<file path="src/rtl/irq_trk_pkg.sv">
package irq_trk_pkg;

    typedef enum logic {
        TRIG_LEVEL = 1'b0,
        TRIG_PULSE = 1'b1
    } trig_mode_e;

    typedef struct packed {
        logic pend;
        logic act;
        logic req_seen;
    } line_state_t;

    localparam line_state_t LINE_IDLE = '{pend: 1'b0, act: 1'b0, req_seen: 1'b0};

endpackage

</file>
<file path="src/rtl/irq_line_cell.sv">
module irq_line_cell
    import irq_trk_pkg::*;
(
    input  logic clk,
    input  logic rst_n,
    input  logic req,
    input  logic pulse_mode,
    input  logic sw_set,
    input  logic sw_clr,
    input  logic enter,
    input  logic ret,
    output logic pend,
    output logic act
);

    line_state_t line_d, line_q;
    trig_mode_e  mode;
    logic        rise;
    logic        hw_evt;

    assign mode = trig_mode_e'(pulse_mode);

    always_comb begin
        line_d          = line_q;
        line_d.req_seen = req;
        rise            = req & ~line_q.req_seen;

        if (enter) begin
            line_d.pend = 1'b0;
            line_d.act  = 1'b1;
        end
        if (ret) begin
            line_d.act = 1'b0;
            if (mode == TRIG_LEVEL) begin
                line_d.pend = 1'b0;
            end
        end

        if (sw_clr) begin
            if (mode == TRIG_PULSE || !req) begin
                line_d.pend = 1'b0;
            end
        end else if (sw_set) begin
            line_d.pend = 1'b1;
        end

        if (mode == TRIG_PULSE) begin
            hw_evt = rise;
        end else begin
            hw_evt = req & ~line_d.act;
        end
        if (hw_evt) begin
            line_d.pend = 1'b1;
        end
    end

    always_ff @(posedge clk or negedge rst_n) begin
        if (!rst_n) begin
            line_q <= LINE_IDLE;
        end else begin
            line_q <= line_d;
        end
    end

    assign pend = line_q.pend;
    assign act  = line_q.act;

    p_level_capture_r2: assert property (@(posedge clk) disable iff (!rst_n)
        (!pulse_mode && req && !line_q.act && !enter) |=> line_q.pend);

    p_edge_capture_r3: assert property (@(posedge clk) disable iff (!rst_n)
        (pulse_mode && req && !line_q.req_seen) |=> line_q.pend);

    p_enter_active_r5: assert property (@(posedge clk) disable iff (!rst_n)
        enter |=> line_q.act);

    p_level_exit_r6: assert property (@(posedge clk) disable iff (!rst_n)
        (ret && !pulse_mode && !sw_set) |=> (line_q.pend == $past(req)) && !line_q.act);

    p_edge_clear_r9: assert property (@(posedge clk) disable iff (!rst_n)
        (pulse_mode && sw_clr && !(req && !line_q.req_seen) && !enter && !ret)
        |=> !line_q.pend && (line_q.act == $past(line_q.act)));

    p_clear_beats_set_r10: assert property (@(posedge clk) disable iff (!rst_n)
        (pulse_mode && sw_set && sw_clr && !req && !enter && !ret) |=> !line_q.pend);

endmodule

</file>
<file path="src/rtl/irq_lowest_pick.sv">
module irq_lowest_pick #(
    parameter int NUM_LINES = 4,
    parameter int LINE_W    = 2
) (
    input  logic [NUM_LINES-1:0] cand,
    input  logic                 busy,
    output logic                 take,
    output logic [LINE_W-1:0]    id
);

    logic found;

    always_comb begin
        found = 1'b0;
        id    = '0;
        for (int i = NUM_LINES - 1; i >= 0; i--) begin
            if (cand[i]) begin
                found = 1'b1;
                id    = LINE_W'(i);
            end
        end
        take = found & ~busy;
    end

endmodule

</file>
<file path="src/rtl/irq_state_tracker.sv">
module irq_state_tracker #(
    parameter int NUM_LINES = 4,
    parameter int LINE_W    = (NUM_LINES > 1) ? $clog2(NUM_LINES) : 1
) (
    input  logic                 clk,
    input  logic                 rst_n,
    input  logic [NUM_LINES-1:0] irq_req,
    input  logic [NUM_LINES-1:0] irq_pulse_mode,
    input  logic [NUM_LINES-1:0] irq_en,
    input  logic                 sw_set_stb,
    input  logic [NUM_LINES-1:0] sw_set_mask,
    input  logic                 sw_clr_stb,
    input  logic [NUM_LINES-1:0] sw_clr_mask,
    input  logic                 enter_stb,
    input  logic [LINE_W-1:0]    enter_id,
    input  logic                 ret_stb,
    input  logic [LINE_W-1:0]    ret_id,
    output logic [NUM_LINES-1:0] pend_o,
    output logic [NUM_LINES-1:0] act_o,
    output logic                 take_req_o,
    output logic [LINE_W-1:0]    take_id_o
);

    logic [NUM_LINES-1:0] enter_hit;
    logic [NUM_LINES-1:0] ret_hit;
    logic [NUM_LINES-1:0] cand;

    for (genvar g = 0; g < NUM_LINES; g++) begin : g_line
        assign enter_hit[g] = enter_stb && (enter_id == LINE_W'(g));
        assign ret_hit[g]   = ret_stb && (ret_id == LINE_W'(g));

        irq_line_cell u_cell (
            .clk        (clk),
            .rst_n      (rst_n),
            .req        (irq_req[g]),
            .pulse_mode (irq_pulse_mode[g]),
            .sw_set     (sw_set_stb & sw_set_mask[g]),
            .sw_clr     (sw_clr_stb & sw_clr_mask[g]),
            .enter      (enter_hit[g]),
            .ret        (ret_hit[g]),
            .pend       (pend_o[g]),
            .act        (act_o[g])
        );
    end

    assign cand = pend_o & irq_en;

    irq_lowest_pick #(
        .NUM_LINES (NUM_LINES),
        .LINE_W    (LINE_W)
    ) u_pick (
        .cand (cand),
        .busy (|act_o),
        .take (take_req_o),
        .id   (take_id_o)
    );

    p_take_idle_r11: assert property (@(posedge clk) disable iff (!rst_n)
        take_req_o |-> (act_o == '0));

    p_take_lowest_r11: assert property (@(posedge clk) disable iff (!rst_n)
        take_req_o |-> (cand[take_id_o]
            && ((cand & ((NUM_LINES'(1) << take_id_o) - NUM_LINES'(1))) == '0)));

    p_take_present_r11: assert property (@(posedge clk) disable iff (!rst_n)
        (act_o == '0 && cand != '0) |-> take_req_o);

    p_single_active_r5: assert property (@(posedge clk) disable iff (!rst_n)
        $onehot0(act_o));

endmodule

</file>
<file path="config.mk">
export PLATFORM = sky130hd
export DESIGN_NAME = irq_state_tracker
export DESIGN_NICKNAME = d
export VERILOG_FILES = /design/src/rtl/irq_trk_pkg.sv /design/src/rtl/irq_line_cell.sv /design/src/rtl/irq_lowest_pick.sv /design/src/rtl/irq_state_tracker.sv
export SDC_FILE = /design/constraint.sdc
export NUM_CORES = 1
export LEC_CHECK = 0
export BUFFER_PORTS_ARGS = -buffer_cell sky130_fd_sc_hd__buf_2
export CORE_MARGIN = 5
export CORE_UTILIZATION = 40
export CTS_BUF_LIST = sky130_fd_sc_hd__clkbuf_4 sky130_fd_sc_hd__clkbuf_8
export DETAILED_ROUTE_END_ITERATION = 8
export MAX_ROUTING_LAYER = met4
export PLACE_DENSITY_LB_ADDON = 0.12
export SLEW_MARGIN = 30
export SYNTH_ARGS = -nofsm -noshare
export SYNTH_HDL_FRONTEND = slang
export SYNTH_SLANG_ARGS = --single-unit
</file>
<file path="constraint.sdc">
create_clock -name clk -period 0.96 [get_ports clk]
set_input_delay 0.048 -clock clk [delete_from_list [all_inputs] [get_ports clk]]
set_output_delay 0.048 -clock clk [all_outputs]
set_load 0.02 [all_outputs]
</file>
==> flow_summary.ini <==
[synthesis]
yosys_warnings = 0
ys.flop_type = dfrtp_1
synth.distinct_cells = 28
syn_nets = 106
yosysSeqAreaShare_pct = 41.5
netlist_instances = 76
synth_area_per_cell_um2 = 9.53
synthSimpleGateAreaFrac_pct = 23.0
synth-adder-area-share_pct = 0
synth_edf_count = 0
synth_compound_area_share_pct = 23.8
synth-seq-cells = 12
synth-xor-area-share_pct = 0
synth_top_family_by_area = compound AO/OA/AOI/OAI gates
async_flop_share_pct = 100
synthMuxAreaShare_pct = 1.38
synth_area_um2 = 724

[power_and_ir_drop]
cellPowerDensity_nw_per_um2 = 1460
pwr-share-comb_pct = 44.1
power_mw = 1.85
clkPwrFrac_pct = 22.7
p_sw_share_pct = 32.7
power.leakage_nw = 0.606
internal_power_mw = 1.25
ir_worst_vdd_v = 0.00120
sequentialPowerShare_pct = 33.2
net-switching-power_mw = 0.606

[routing]
drtAntennaViolNets = 0
drt-pass1-iter-count = 4
top_layer_used = met4
drc = 0
met3_length_um = 114
wl_per_cell_um = 14.3
vias = 783
post_drt_via_cell_ratio = 5.02
drtIter0Drc = 7
m1WireLength_um = 902
routed_wl_um = 2230
met2WireLength_um = 1160

[placement]
port_buffers = 40
dpl_cell_area_um2 = 1010
dp_hpwl_um = 1620
place_congestion = 0.757
pre_cts_ws_ps = -272

[cells_and_area]
mostFrequentLayoutCells = buf_2 (29), buf_6 (19), dfrtp_1 (12), nand2_1 (9), buf_4 (6)
multi_input_area_um2 = 429
antenna_cells = 0
final_common_cell = buf_2
seqCellArea_um2 = 300
finalInstanceArea_um2 = 1270
drive_gt1_share_pct = 60.3
syn_to_final_growth_pct = 75.1
fill_cells = 125
nets = 162

[worst_setup_path]
critical_path_buf_inv_count = 1
slowest_stage = or4_4
required_ps = 910
path_cells = or4_4, a21oi_4, buf_6
crit_arrival_ps = 1450
crit_path_start_kind = register
cp-end-kind = output pin
cpPeakStageDelay_ps = 540
cp_top_family = simple AND/OR/NAND/NOR gates
path_class = register to output pin
critPathMaxFanout = 2

[floorplanning]
num_rows = 15
design.die.area_um2 = 2760
initial_core_util_pct = 42.0
core_um2 = 1730
die_w_um = 52.6
die_y_um = 52.6
boundaryPins = 41

[run_status]
violations = negative setup slack
status = complete, but fails checks

[global_routing]
grt_pass1_vias = 838
grt_pass1_wl_um = 3750
grt_use_total_pct = 19.7
grt.overflow.total = 0
grt_antenna_before_repair = 0
grt_max_degree = 13

[sta]
tightest_slew_ps = 294
finalSetupViolations = 13
max_slew_margin_pct = 80.3
finalWorstSetupSlack_ps = -538
fmax_mhz = 668
hold_viol = 0
rsz0062_at_grt = yes
finClkSkew_ps = 2.63
post-route-period-util_pct = 156
finalMaxSlewViolations = 0
min_period_ps = 1500

[clock_tree]
clock_sinks = 12
clockRootBuffer = clkbuf_4
cts_made_buffers = 3
cts.htree.levels = 1
cts_tree = done
clock_path_buffers = 2
clk_pin_slew_worst_paths_ps = 80
clkLatencyLatePin_ps = 270

[worst_hold_path]
min_path_type = input pin to register

[job]
maxCapViolations = 0
[power by group through the flow]
stage	Clock, mW	Sequential [mW]	Combinational [mW]
2_1_floorplan	0	0.615	0.345
3_3_place_gp	0	0.615	0.568
3_5_place_dp	0	0.617	0.575
4_1_cts	0.425	0.612	0.759
5_1_grt	0.479	0.624	0.883
6_report	0.421	0.617	0.817
[path summary, 6_finish.rpt]
check | to | slack [ps] | cells after the start | start
min reg2reg | g_line[3].u_cell.pend | 570 | 2 | g_line[3].u_cell.line_q[0]
max in group asynchronous | g_line[2].u_cell.act | 540 | 2 | rst_n
min | g_line[1].u_cell.pend | 30 | 3 | sw_set_mask[1]
max | take_req_o | -540 | 3 | g_line[0].u_cell.act
max reg2reg | g_line[2].u_cell.pend | -100 | 4 | g_line[2].u_cell.pend
min in group asynchronous | g_line[3].u_cell.act | 190 | 2 | rst_n
[per-layer routing]
layer | vias up | track usage (%)
met4 | 0 | 11.1
met3 | 6 | 3.70
met5 | - | -
met2 | 27 | 32.2
li1 | 384 | -
met1 | 366 | 22.5
[worst register-to-register path: cells and delay by family, from the launching register on]
family,cells,cell delay (ps)
AO/OA/AOI/OAI,2,300
buffers and inverters,2,220
flip-flops,1,440
[final cells by class]
type                            count  area share, %
Timing Repair Buffer               59           35.8
Inverter                            4           1.38
Sequential cell                    12           23.7
Multi-Input combinational cell     52           33.8
Tap cell                           25           2.47
Clock buffer                        4           2.86
[logic make-up after synthesis]
kind of cell / after synthesis
simple gates: 29
compound gates: 22
flops: 12
buf+inv: 12
mux: 1
[synthesized netlist by cell type, types with 2 or more instances]
master | instances | share of area [%]
o21ai_0 | 6 | 4.1
nand2_1 | 9 | 4.7
nand3_1 | 5 | 3.5
nor3_1 | 2 | 1.4
a21oi_1 | 2 | 1.4
inv_1 | 4 | 2.1
dfrtp_1 | 12 | 41
o311ai_1 | 3 | 3.6
nor2b_1 | 5 | 4.3
buf_4 | 8 | 8.3
o211ai_2 | 2 | 3.5
a22oi_1 | 2 | 2.1
[stage by stage]
stage	util [%]	hold WS (ps)	cells	setup TNS [ps]
6_report	73.5	26.1	156	-1600
3_3_place_gp	58.3	-51.2	144	-286
5_1_grt	73.5	26.2	156	-2460
4_1_cts	70.7	21.9	155	-1560
3_5_place_dp	58.3	-51.0	144	-371
2_1_floorplan	-	-248	76	-182
[timing repair]
action	in CTS	in global routing
hold buffers	5	0
pin swaps	8	8
buffers inserted	3	4
endpoints found under the hold margin	17	0
endpoints found under the setup margin	14	15
gates resized for setup	35	13
[sequential cells by signal (all words and copies together) (netlist names)]
signal / flops
g_line.u_cell.act: 4
g_line.u_cell.pend: 4
g_line.u_cell.line_q: 4
No activity file was read; power rests on OpenSTA's default activity.
